`src/rtl/sf_pkg.sv`:
```
package sf_pkg;
  localparam int WORD_W = 64;

  typedef struct packed {
    logic [63:0] whole;
    logic [31:0] frac;
  } stamp_t;

  typedef struct packed {
    logic [63:0] magic;
    logic [7:0]  version;
    logic [15:0] rate;
    logic [7:0]  dexp;
    logic [63:0] period;
  } strm_cfg_t;

  typedef enum logic [1:0] {
    MT_STREAM = 2'd0,
    MT_PKT    = 2'd1,
    MT_FOOT   = 2'd2
  } meta_e;

  typedef enum logic [2:0] {
    PH_IDLE, PH_SHDR, PH_WAIT, PH_PHDR, PH_PAY, PH_FTR
  } phase_t;

  // One 64-bit word of a header or footer; fields sit at fixed bit offsets
  // of the full record, word 0 holding the lowest bits.
  function automatic logic [63:0] meta_word(input int idx, input meta_e mt,
                                            input strm_cfg_t c,
                                            input logic [63:0] seglen,
                                            input stamp_t first,
                                            input stamp_t trig);
    logic [63:0] w;
    w = '0;
    if (idx == 0) begin
      w = c.magic;
    end else if (mt == MT_STREAM) begin
      case (idx)
        1:       w = {c.period[7:0], c.dexp, c.rate, 22'd0, mt, c.version};
        2:       w = {8'd0, c.period[63:8]};
        default: w = '0;
      endcase
    end else begin
      case (idx)
        1:       w = {seglen[31:0], 22'd0, mt, c.version};
        2:       w = {first.whole[31:0], seglen[63:32]};
        3:       w = {first.frac, first.whole[63:32]};
        4:       w = trig.whole;
        5:       w = {32'd0, trig.frac};
        default: w = '0;
      endcase
    end
    return w;
  endfunction
endpackage

```
`src/rtl/sf_packer.sv`:
```
module sf_packer #(
  parameter int SMP_W  = 12,
  parameter int WORD_W = 64,
  localparam int LANES = WORD_W / SMP_W,
  localparam int CNT_W = $clog2(LANES + 1)
) (
  input  logic              clk,
  input  logic              rst_n,
  input  logic              take,
  input  logic              flush,
  input  logic [SMP_W-1:0]  smp,
  output logic [CNT_W-1:0]  fill,
  output logic              full_now,
  output logic [WORD_W-1:0] word_now
);
  localparam int BODY_W = LANES * SMP_W;

  logic [SMP_W-1:0]  lane_q   [LANES];
  logic [SMP_W-1:0]  lane_out [LANES];
  logic [BODY_W-1:0] body;

  for (genvar g = 0; g < LANES; g++) begin : g_lane
    assign lane_out[g] = (CNT_W'(g) < fill) ? lane_q[g] :
                         (take && CNT_W'(g) == fill) ? smp : '0;
    assign body[g*SMP_W +: SMP_W] = lane_out[g];
  end

  assign word_now = {{(WORD_W-BODY_W){1'b0}}, body};
  assign full_now = take && (fill == CNT_W'(LANES - 1));

  always_ff @(posedge clk or negedge rst_n) begin
    if (!rst_n) begin
      fill <= '0;
      for (int i = 0; i < LANES; i++) lane_q[i] <= '0;
    end else if (flush) begin
      fill <= '0;
    end else if (take) begin
      lane_q[fill] <= smp;
      fill <= full_now ? '0 : fill + CNT_W'(1);
    end
  end
endmodule

```
`src/rtl/sf_stamp_latch.sv`:
```
module sf_stamp_latch
  import sf_pkg::*;
(
  input  logic   clk,
  input  logic   rst_n,
  input  logic   trig,
  input  logic   open,
  input  stamp_t now,
  output stamp_t first_q,
  output stamp_t seg_trig_q
);
  stamp_t last_trig;

  always_ff @(posedge clk or negedge rst_n) begin
    if (!rst_n) begin
      last_trig  <= '0;
      first_q    <= '0;
      seg_trig_q <= '0;
    end else begin
      if (trig) last_trig <= now;
      if (open) begin
        first_q    <= now;
        seg_trig_q <= trig ? now : last_trig;
      end
    end
  end
endmodule

```
`src/rtl/sf_meta_gen.sv`:
```
module sf_meta_gen
  import sf_pkg::*;
#(
  parameter int IDX_W = 6
) (
  input  logic [IDX_W-1:0] idx,
  input  meta_e            mt,
  input  strm_cfg_t        cfg,
  input  logic [63:0]      seglen,
  input  stamp_t           first,
  input  stamp_t           trig,
  output logic [63:0]      word
);
  assign word = meta_word(int'(idx), mt, cfg, seglen, first, trig);
endmodule

```
`src/rtl/seg_stream_framer.sv`:
```
module seg_stream_framer
  import sf_pkg::*;
#(
  parameter int SMP_W      = 12,
  parameter int SHDR_WORDS = 36,
  parameter int PKT_WORDS  = 18,
  parameter int BLK_W      = 32
) (
  input  logic             clk,
  input  logic             rst_n,
  input  logic             strm_go,
  input  logic             seg_open,
  input  logic             seg_close,
  input  logic             trig_evt,
  input  logic [63:0]      ts_whole,
  input  logic [31:0]      ts_frac,
  input  logic             smp_valid,
  input  logic [SMP_W-1:0] smp_data,
  output logic             smp_rdy,
  output logic             smp_ovf,
  input  logic [63:0]      cfg_magic,
  input  logic [7:0]       cfg_version,
  input  logic [15:0]      cfg_rate_msps,
  input  logic [7:0]       cfg_dec_exp,
  input  logic [63:0]      cfg_period_fs,
  output logic             o_valid,
  input  logic             o_ready,
  output logic [63:0]      o_data
);
  localparam int LANES = WORD_W / SMP_W;
  localparam int CNT_W = $clog2(LANES + 1);
  localparam int IDX_W = $clog2((SHDR_WORDS > PKT_WORDS) ? SHDR_WORDS : PKT_WORDS);

  phase_t           ph;
  logic [IDX_W-1:0] idx, idx_last;
  logic [BLK_W-1:0] blk;
  logic             end_pend;

  // named internal events
  logic stall, adv, in_pay, take, end_now, ev_open, ev_close;
  logic emit, flush;
  logic [63:0] emit_w, meta_w, pk_word, seglen;
  logic [CNT_W-1:0] pk_fill;
  logic pk_full;
  meta_e mt;
  stamp_t now, first_q, trig_q;
  strm_cfg_t cfg;

  assign now     = '{whole: ts_whole, frac: ts_frac};
  assign cfg     = '{magic: cfg_magic, version: cfg_version, rate: cfg_rate_msps,
                     dexp: cfg_dec_exp, period: cfg_period_fs};
  assign stall   = o_valid && !o_ready;
  assign adv     = !stall;
  assign in_pay  = (ph == PH_PAY);
  assign smp_rdy = in_pay && adv && !end_pend;
  assign smp_ovf = smp_valid && !smp_rdy;
  assign take    = smp_valid && smp_rdy;
  assign end_now = in_pay && (seg_close || end_pend);
  assign ev_open = (ph == PH_WAIT) && seg_open;
  assign idx_last = (ph == PH_SHDR) ? IDX_W'(SHDR_WORDS - 1) : IDX_W'(PKT_WORDS - 1);
  assign seglen  = (ph == PH_FTR) ? {{(64-BLK_W){1'b0}}, blk} : 64'd0;

  always_comb begin
    case (ph)
      PH_SHDR: mt = MT_STREAM;
      PH_FTR:  mt = MT_FOOT;
      default: mt = MT_PKT;
    endcase
  end

  sf_stamp_latch u_stamp (
    .clk(clk), .rst_n(rst_n), .trig(trig_evt), .open(ev_open), .now(now),
    .first_q(first_q), .seg_trig_q(trig_q)
  );

  sf_meta_gen #(.IDX_W(IDX_W)) u_meta (
    .idx(idx), .mt(mt), .cfg(cfg), .seglen(seglen), .first(first_q),
    .trig(trig_q), .word(meta_w)
  );

  sf_packer #(.SMP_W(SMP_W), .WORD_W(WORD_W)) u_pack (
    .clk(clk), .rst_n(rst_n), .take(take), .flush(flush), .smp(smp_data),
    .fill(pk_fill), .full_now(pk_full), .word_now(pk_word)
  );

  always_comb begin
    emit     = 1'b0;
    emit_w   = meta_w;
    flush    = 1'b0;
    ev_close = 1'b0;
    case (ph)
      PH_SHDR, PH_PHDR, PH_FTR: emit = 1'b1;
      PH_PAY: begin
        if (pk_full) begin
          emit   = 1'b1;
          emit_w = pk_word;
        end else if (end_now) begin
          ev_close = adv;
          flush    = adv;
          emit     = (pk_fill != '0) || take;
          emit_w   = pk_word;
        end
      end
      default: ;
    endcase
  end

  always_ff @(posedge clk or negedge rst_n) begin
    if (!rst_n) begin
      ph       <= PH_IDLE;
      idx      <= '0;
      blk      <= '0;
      end_pend <= 1'b0;
      o_valid  <= 1'b0;
      o_data   <= '0;
    end else begin
      if (adv) begin
        o_valid <= emit;
        if (emit) o_data <= emit_w;
      end
      case (ph)
        PH_IDLE: if (strm_go) begin
          ph  <= PH_SHDR;
          idx <= '0;
        end
        PH_WAIT: if (seg_open) begin
          ph  <= PH_PHDR;
          idx <= '0;
        end
        PH_SHDR, PH_PHDR, PH_FTR: if (adv) begin
          if (idx == idx_last) begin
            idx <= '0;
            if (ph == PH_PHDR) begin
              ph  <= PH_PAY;
              blk <= '0;
            end else begin
              ph <= PH_WAIT;
            end
          end else begin
            idx <= idx + IDX_W'(1);
          end
        end
        PH_PAY: begin
          if (emit && adv) blk <= blk + BLK_W'(1);
          if (ev_close) begin
            ph       <= PH_FTR;
            idx      <= '0;
            end_pend <= 1'b0;
          end else if (seg_close) begin
            end_pend <= 1'b1;
          end
        end
        default: ph <= PH_IDLE;
      endcase
    end
  end
endmodule

```
`config.mk`:
```
export PLATFORM = sky130hd
export DESIGN_NAME = seg_stream_framer
export DESIGN_NICKNAME = d
export VERILOG_FILES = /design/src/rtl/sf_pkg.sv /design/src/rtl/sf_packer.sv /design/src/rtl/sf_stamp_latch.sv /design/src/rtl/sf_meta_gen.sv /design/src/rtl/seg_stream_framer.sv
export SDC_FILE = /design/constraint.sdc
export NUM_CORES = 1
export LEC_CHECK = 0
export BUFFER_PORTS_ARGS = -buffer_cell sky130_fd_sc_hd__buf_4
export CAP_MARGIN = 15
export CORE_MARGIN = 1.5
export CORE_UTILIZATION = 52
export DETAILED_ROUTE_END_ITERATION = 10
export PLACE_DENSITY_LB_ADDON = 0.08
export REMOVE_ABC_BUFFERS = 1
export SYNTH_ARGS = -nofsm -noshare
export SYNTH_HDL_FRONTEND = slang
export SYNTH_HIERARCHICAL = 1
export SYNTH_SLANG_ARGS = --single-unit
```
`constraint.sdc`:
```
create_clock -name clk -period 2.8 [get_ports clk]
set_input_delay 0.14 -clock clk [delete_from_list [all_inputs] [get_ports clk]]
set_output_delay 0.14 -clock clk [all_outputs]
set_load 0.05 [all_outputs]
```
=== Yosys cells after proc, flatten, opt, wreduce, memory -nomap -nowiden ===
Index checks and enable logic that the tools add are counted.

* Add/subtract/negate cells: 3
* Order comparisons: 7
* Eq/ne operators: 23
* Multiplexer cells: 53
* Bitwise operators: 3
* Reductions and logical operators: 37

{| class="wikitable"
|+ Operator list
! kind !! count
|-
| 2-to-1 mux 64 bit || 5
|-
| one-hot mux 64 bit (5 select lines) || 1
|-
| 2-to-1 mux 32 bit || 5
|-
| 2-to-1 mux 12 bit || 11
|-
| one-hot mux 64 bit (2 select lines) || 1
|-
| 2-to-1 mux 96 bit || 1
|-
| one-hot mux 32 bit (2 select lines) || 1
|-
| bitwise mux 60 bit || 1
|-
| demux 12 bit (select 3 bit) || 1
|-
| 2-to-1 mux 6 bit || 6
|-
| adder 32 x 1 -> 32 bit (second input constant) || 1
|-
| 2-to-1 mux 3 bit || 9
|-
| one-hot mux 6 bit (4 select lines) || 1
|-
| logical AND 1 bit || 15
|-
| AND reduction 5 bit || 3
|-
| equality test 6 x 2 -> 1 bit (second input constant) || 2
|-
| equality test 6 x 3 -> 1 bit (second input constant) || 2
|-
| one-hot mux 3 bit (4 select lines) || 1
|-
| inequality test 2 bit (second input constant) || 5
|-
| equality test 3 bit (second input constant) || 3
|-
| 2-to-1 mux 1 bit || 7
|-
| adder 6 x 1 -> 6 bit (second input constant) || 1
|-
| equality test 2 x 3 -> 1 bit (first input constant) || 2
|-
| equality test 3 x 2 -> 1 bit (second input constant) || 2
|-
| 26 further kinds || 39
|}

* Register bits: 458
* Input port bits: 276
* Output and inout bits: 67

=== Longest topological paths before layout ===
* Word-level depth: 13
* Gate-level depth with buffers: 14

=== Hierarchy ===
The synthesis kept the hierarchy.

{| class="wikitable"
|+ By module, submodules not included
! module !! times used !! cells an instance !! area an instance (µm²) !! seq. area each (µm²)
|-
| sf_stamp_latch || 1 || 608 || 10,983.0 || 7,206.9
|-
| seg_stream_framer || 1 || 552 || 6,590.1 || 2,677.6
|-
| sf_packer || 1 || 278 || 3,283.1 || 1,576.5
|-
| sf_meta_gen || 1 || 367 || 2,691.3 || 0.0
|}

=== Worst setup path before layout ===
Ideal clock, no wire load.

* Path type: flip-flop to flip-flop
* Start: reg ph[0]
* End: reg u_pack/lane_q[25] in the netlist's numbering
* Arrival time: 3,879 ps
* Data required time: 2,675 ps
* Setup slack: -1,204 ps
* Stages on the path, launching flop included: 12
* Clock period less this slack: 4,004 ps
* Cell sequence: dfrtp_1 -> clkbuf_1 -> nor2_1 -> nand2_1 -> nor3_1 -> and2_1 -> buf_2 -> and3_1 -> nor3_1 -> nor4_1 -> buf_2 -> mux2_2

* Cells in the longest elaborated chain, start to end: 9
* Elaborated cells on any way between the ends: 11
* Those cells by class: eq/ne (1); mux (3); bitwise (1); reduce/logical (6)

{| class="wikitable"
|+ Ends and longest elaborated chain
! element !! RTL line !! RTL
|-
| start: declaration || seg_stream_framer.sv:34 || <nowiki>phase_t ph;</nowiki>
|-
| start signal: assignment || seg_stream_framer.sv:110 || <nowiki>ph <= PH_IDLE;</nowiki>
|-
| start signal: assignment || seg_stream_framer.sv:123 || <nowiki>ph <= PH_SHDR;</nowiki>
|-
| start signal: assignment || seg_stream_framer.sv:127 || <nowiki>ph <= PH_PHDR;</nowiki>
|-
| equality test 3 bit || seg_stream_framer.sv:54 || <nowiki>assign in_pay = (ph == PH_PAY);</nowiki>
|-
| logical AND 1 bit (2 in a row) || seg_stream_framer.sv:55 || <nowiki>assign smp_rdy = in_pay && adv && !end_pend;</nowiki>
|-
| net smp_rdy || seg_stream_framer.sv:19 || <nowiki>output logic smp_rdy,</nowiki>
|-
| logical AND 1 bit || seg_stream_framer.sv:57 || <nowiki>assign take = smp_valid && smp_rdy;</nowiki>
|-
| net take || seg_stream_framer.sv:40 || <nowiki>logic stall, adv, in_pay, take, end_now, ev_open, ev_close;</nowiki>
|-
| logical AND 1 bit || sf_packer.sv:29 || <nowiki>assign full_now = take && (fill == CNT_W'(LANES - 1));</nowiki>
|-
| net pk_full || seg_stream_framer.sv:44 || <nowiki>logic pk_full;</nowiki>
|-
| 2-to-1 mux 1 bit (2 in a row) || -- ||
|-
| net ev_close || seg_stream_framer.sv:40 ||
|-
| NOT 1 bit (no source line) || -- ||
|-
| AND reduction 2 bit (no source line) || -- ||
|-
| end signal: indexed assignment || sf_packer.sv:38 || <nowiki>lane_q[fill] <= smp;</nowiki>
|-
| end: declaration || sf_packer.sv:18 || <nowiki>logic [SMP_W-1:0] lane_q [LANES];</nowiki>
|}

The timed path passes the listed nets, and every way through them passes these cells.
A chain may end at the register's enable or synchronous reset.

=== Worst setup path in the final report ===
* Start: reg idx[5]
* End: reg o_data[58]

* Cells in the longest elaborated chain, start to end: 7
* Elaborated cells on any way between the ends: 13
* Those cells by class: eq/ne (5); mux (7); reduce/logical (1)

{| class="wikitable"
|+ Ends and longest elaborated chain
! element !! RTL line !! RTL
|-
| start: declaration || seg_stream_framer.sv:35 || <nowiki>logic [IDX_W-1:0] idx, idx_last;</nowiki>
|-
| start signal: assignment || seg_stream_framer.sv:140 || <nowiki>idx <= idx + IDX_W'(1);</nowiki>
|-
| equality test 6 x 3 -> 1 bit, or another cell as far along || sf_pkg.sv:45 || <nowiki>case (idx)</nowiki>
|-
| one-hot mux 64 bit (5 select lines) or one-hot mux 64 bit (2 select lines) (tied branches) || sf_pkg.sv:45, sf_pkg.sv:39 ||
|-
| 2-to-1 mux 64 bit || sf_pkg.sv:38 || <nowiki>end else if (mt == MT_STREAM) begin</nowiki>
|-
| 2-to-1 mux 64 bit (*) || sf_pkg.sv:36 || <nowiki>if (idx == 0) begin</nowiki>
|-
| net meta_w[58] || seg_stream_framer.sv:42 || <nowiki>logic [63:0] emit_w, meta_w, pk_word, seglen;</nowiki>
|-
| 2-to-1 mux 64 bit || seg_stream_framer.sv:97 || <nowiki>end else if (end_now) begin</nowiki>
|-
| 2-to-1 mux 64 bit || seg_stream_framer.sv:94 || <nowiki>if (pk_full) begin</nowiki>
|-
| 2-to-1 mux 64 bit (*) || seg_stream_framer.sv:91 || <nowiki>case (ph)</nowiki>
|-
| end signal: assignment || seg_stream_framer.sv:119 || <nowiki>if (emit) o_data <= emit_w;</nowiki>
|-
| end: declaration || seg_stream_framer.sv:28 || <nowiki>output logic [63:0] o_data</nowiki>
|}

The timed path passes the listed nets; every way through them passes the cells marked *.

==> impl_metrics.env <==
export IMPL_status="finished clean"
export IMPL_met3_length_um=3690
export IMPL_worstSetupPathType="flip-flop to flip-flop"
export IMPL_io_pins=343
export IMPL_syn_to_final_growth_pct=28.0
export IMPL_start_util_pct=53.0
export IMPL_cp_start_kind="flip-flop"
export IMPL_die_height_um=216
export IMPL_critPathBufInv=2
export IMPL_antenna_cells=0
export IMPL_cts_resized=0
export IMPL_clockBufferDepth=3
export IMPL_grt_pass1_wl_um=107000
export IMPL_hp_class="input port to flip-flop"
export IMPL_timing_fmax_mhz=373
export IMPL_htree_levels=2
export IMPL_post_route_drc_count=0
export IMPL_grt_pass1_vias=18100
export IMPL_yosysWarnings=6
export IMPL_p_per_area_nw_per_um2=994
export IMPL_final_max_slew_viol_count=0
export IMPL_finalWorstPathRequiredPeriod_ns=2.68
export IMPL_timing_final_crit_share_pct=95.8
export IMPL_fill_cells=3339
export IMPL_yosysTopAreaCell="dfrtp_1"
export IMPL_clk_pin_slew_ns=0.06
export IMPL_drt_iter0_drc=1292
export IMPL_tightest_slew_ns=0.728
export IMPL_wl_um=69700
export IMPL_place_area_um2=27200
export IMPL_antenna_left=0
export IMPL_cp_arrival_ns=3.22
export IMPL_core_area_um2=44400
export IMPL_dr_pass1_iters=6
export IMPL_p_leak_nw=13.4
export IMPL_synthArstFlopShare_pct=100
export IMPL_fin_area_um2=30100
export IMPL_max_cap_viol_count=0
export IMPL_dr_max_layer_used="met5"
export IMPL_avgSynthCellArea_um2=13.0
export IMPL_hold_viol_final=0
export IMPL_synth_distinct_cells=71
export IMPL_cpLargestDelayFamily="simple AND/OR/NAND/NOR gates"
export IMPL_worstSetupEndpointType="flip-flop"
export IMPL_syn_cell_area_um2=23500
export IMPL_worstPathCellList="or4_1 -> buf_4 -> nor2b_4 -> buf_12 -> a22oi_1 -> a21oi_1 -> a221o_1 -> mux2_2 -> mux2_2"
export IMPL_insertion_delay_ns=0.60
export IMPL_total_power_w=0.0300
export IMPL_drive_gt1_share_pct=45.6
export IMPL_irDropWorstVdd_mv=0.646
export IMPL_dieArea_um2=46600
export IMPL_hpwlAfterDp_um=47300
export IMPL_grt_overflow=0
export IMPL_r2r_setup_slack_ns=0.12
export IMPL_ys_flop_type="dfrtp_1"
export IMPL_fp_dieW_um=216
export IMPL_portBuffers=342
export IMPL_via_per_inst=5.90
export IMPL_numCtsBuffers=50
export IMPL_nets=2580
export IMPL_crit_path_top_delay_cell="or4_1"
export IMPL_dr_wl_met2_um=33500
export IMPL_cpPeakStageDelay_ns=0.61
export IMPL_tritoncts="built"
export IMPL_grt_antenna_before_repair=2
export IMPL_grt_max_degree=93
export IMPL_synth_seq_cells=458
export IMPL_rsz0062_at_grt="false"
export IMPL_finalClockSkew_ns=0.0172
export IMPL_vias=17300
export IMPL_setup_viol=0
export IMPL_synthTopCellsByArea="dfrtp_1 (49%), mux2_2 (16%), mux2_4 (8.9%), a22oi_1 (3.4%), a22o_1 (3.4%)"
export IMPL_cp_max_fo=54
export IMPL_wl_met1_um=30400
export IMPL_critPathRequiredTime_ns=3.34
export IMPL_cts_root_buf="clkbuf_16"
export IMPL_synth_edf_count=0
export IMPL_std_cell_rows=77
export IMPL_avgRoutedWirePerCell_um=23.8
export IMPL_synth_common_cells="dfrtp_1 (458), mux2_2 (337), mux2_4 (139), a22oi_1 (108), a22o_1 (91)"
export IMPL_relSlewSlack_pct=51.1
export IMPL_cts_sinks=458
export IMPL_syn_inst=1805
export IMPL_grt_usage_pct=29.8
export IMPL_crit_top_cell="mux2_2"
export IMPL_gp_congestion=0.858
export IMPL_synth_top_area_share_pct=48.7
export IMPL_yosys_cell_count_top_type="dfrtp_1"
export IMPL_synth_seq_area_share_pct=48.7
-- registers in the layout (all words and copies together) (netlist names) --
register	count
u_pack/fill	3
end_pend	1
blk	32
ph	3
idx	6
o_valid	1
u_pack/lane_q	60
u_stamp/first_q	96
u_stamp/last_trig	96
u_stamp/seg_trig_q	96
o_data	64
-- area by class of cell --
cell class                      instances  area, µm²  share of cell area, %
Clock buffer                           70       1460                   4.84
Inverter                                8       30.0                 0.0996
Tap cell                              592        741                   2.46
Clock inverter                         23        299                  0.992
Timing Repair Buffer                  567       4950                   16.4
Multi-Input combinational cell       1214      11200                   37.2
Sequential cell                       458      11500                   38.0
-- report_power, final --
group          internal (W)  switching [W]  total [W]
sequential          0.00886        0.00128     0.0101
clock               0.00421        0.00281    0.00702
combinational       0.00610        0.00671     0.0128
total                0.0192         0.0108     0.0300
-- repair_timing --
item                      in CTS  in global routing
hold endpoints to repair     770                  0
hold buffers                 114                  0
setup buffers                  0                  0
-- worst reg2reg max path, delay by kind of cell, from the launching register on --
kind            cells  cell delay [ns]
simple gates        2             0.80
compound gates      3             0.61
mux                 2             0.28
flops               1             0.42
buf+inv             2             0.51
-- layout by cell type (no fill, tap or decap), types with 32 or more instances in the layout --
master         synthesis  routed
dfrtp_1              458     458
buf_4                 17     420
mux2_2               337     337
mux2_4               139     139
dlygate4sd3_1          0     114
a22oi_1              108     108
a22o_1                91      91
nand2_1               74      74
a21oi_1               62      62
a221o_1               55      55
clkbuf_16              0      51
conb_1                 2      36
and2_1                34      34
buf_12                10      32
-- routing by layer --
layer	up-vias	global-route usage, %
met5	-	0
met3	111	5.10
li1	7768	-
met1	8906	39.8
met2	521	49.4
met4	2	9.72
-- stage by stage --
step	setup WS, ns	cells	TNS, ns	utilization [%]	hold WS [ns]
6_report	0.117	2932	0	67.9	0.0251
5_1_grt	0.0356	2932	0	67.9	0.0225
4_1_cts	0.154	2932	0	67.9	0.000503
3_5_place_dp	0.170	2725	0	61.3	0.0876
3_3_place_gp	0.200	2725	0	61.3	0.0898
2_1_floorplan	-3.81	1680	-1010.83	-	-0.156
-- cell families (layout without fill, tap and decap cells) --
logic type	after synthesis	after routing	synth area share [%]
compound gates	401	401	13.2
xor+xnor	1	1	0.0372
fa+ha+maj	5	5	0.266
buf+inv	167	668	4.55
flops	458	458	48.7
mux	504	504	26.2
other cells	2	36	0.0319
simple gates	267	267	7.03
-- worst paths after layout --
kind                                 startpoint                     to  cells after the start
setup / recovery                         idx[5]             o_data[58]                      9
hold / removal                    cfg_magic[48]             o_data[48]                      4
setup reg to reg                         idx[5]             o_data[58]                      9
hold reg to reg            u_stamp/last_trig[8]   u_stamp/last_trig[8]                      1
max in group asynchronous                 rst_n  u_stamp/last_trig[84]                      4
min in group asynchronous                 rst_n    u_stamp/first_q[66]                      2
(Power assumes the default switching activity.)
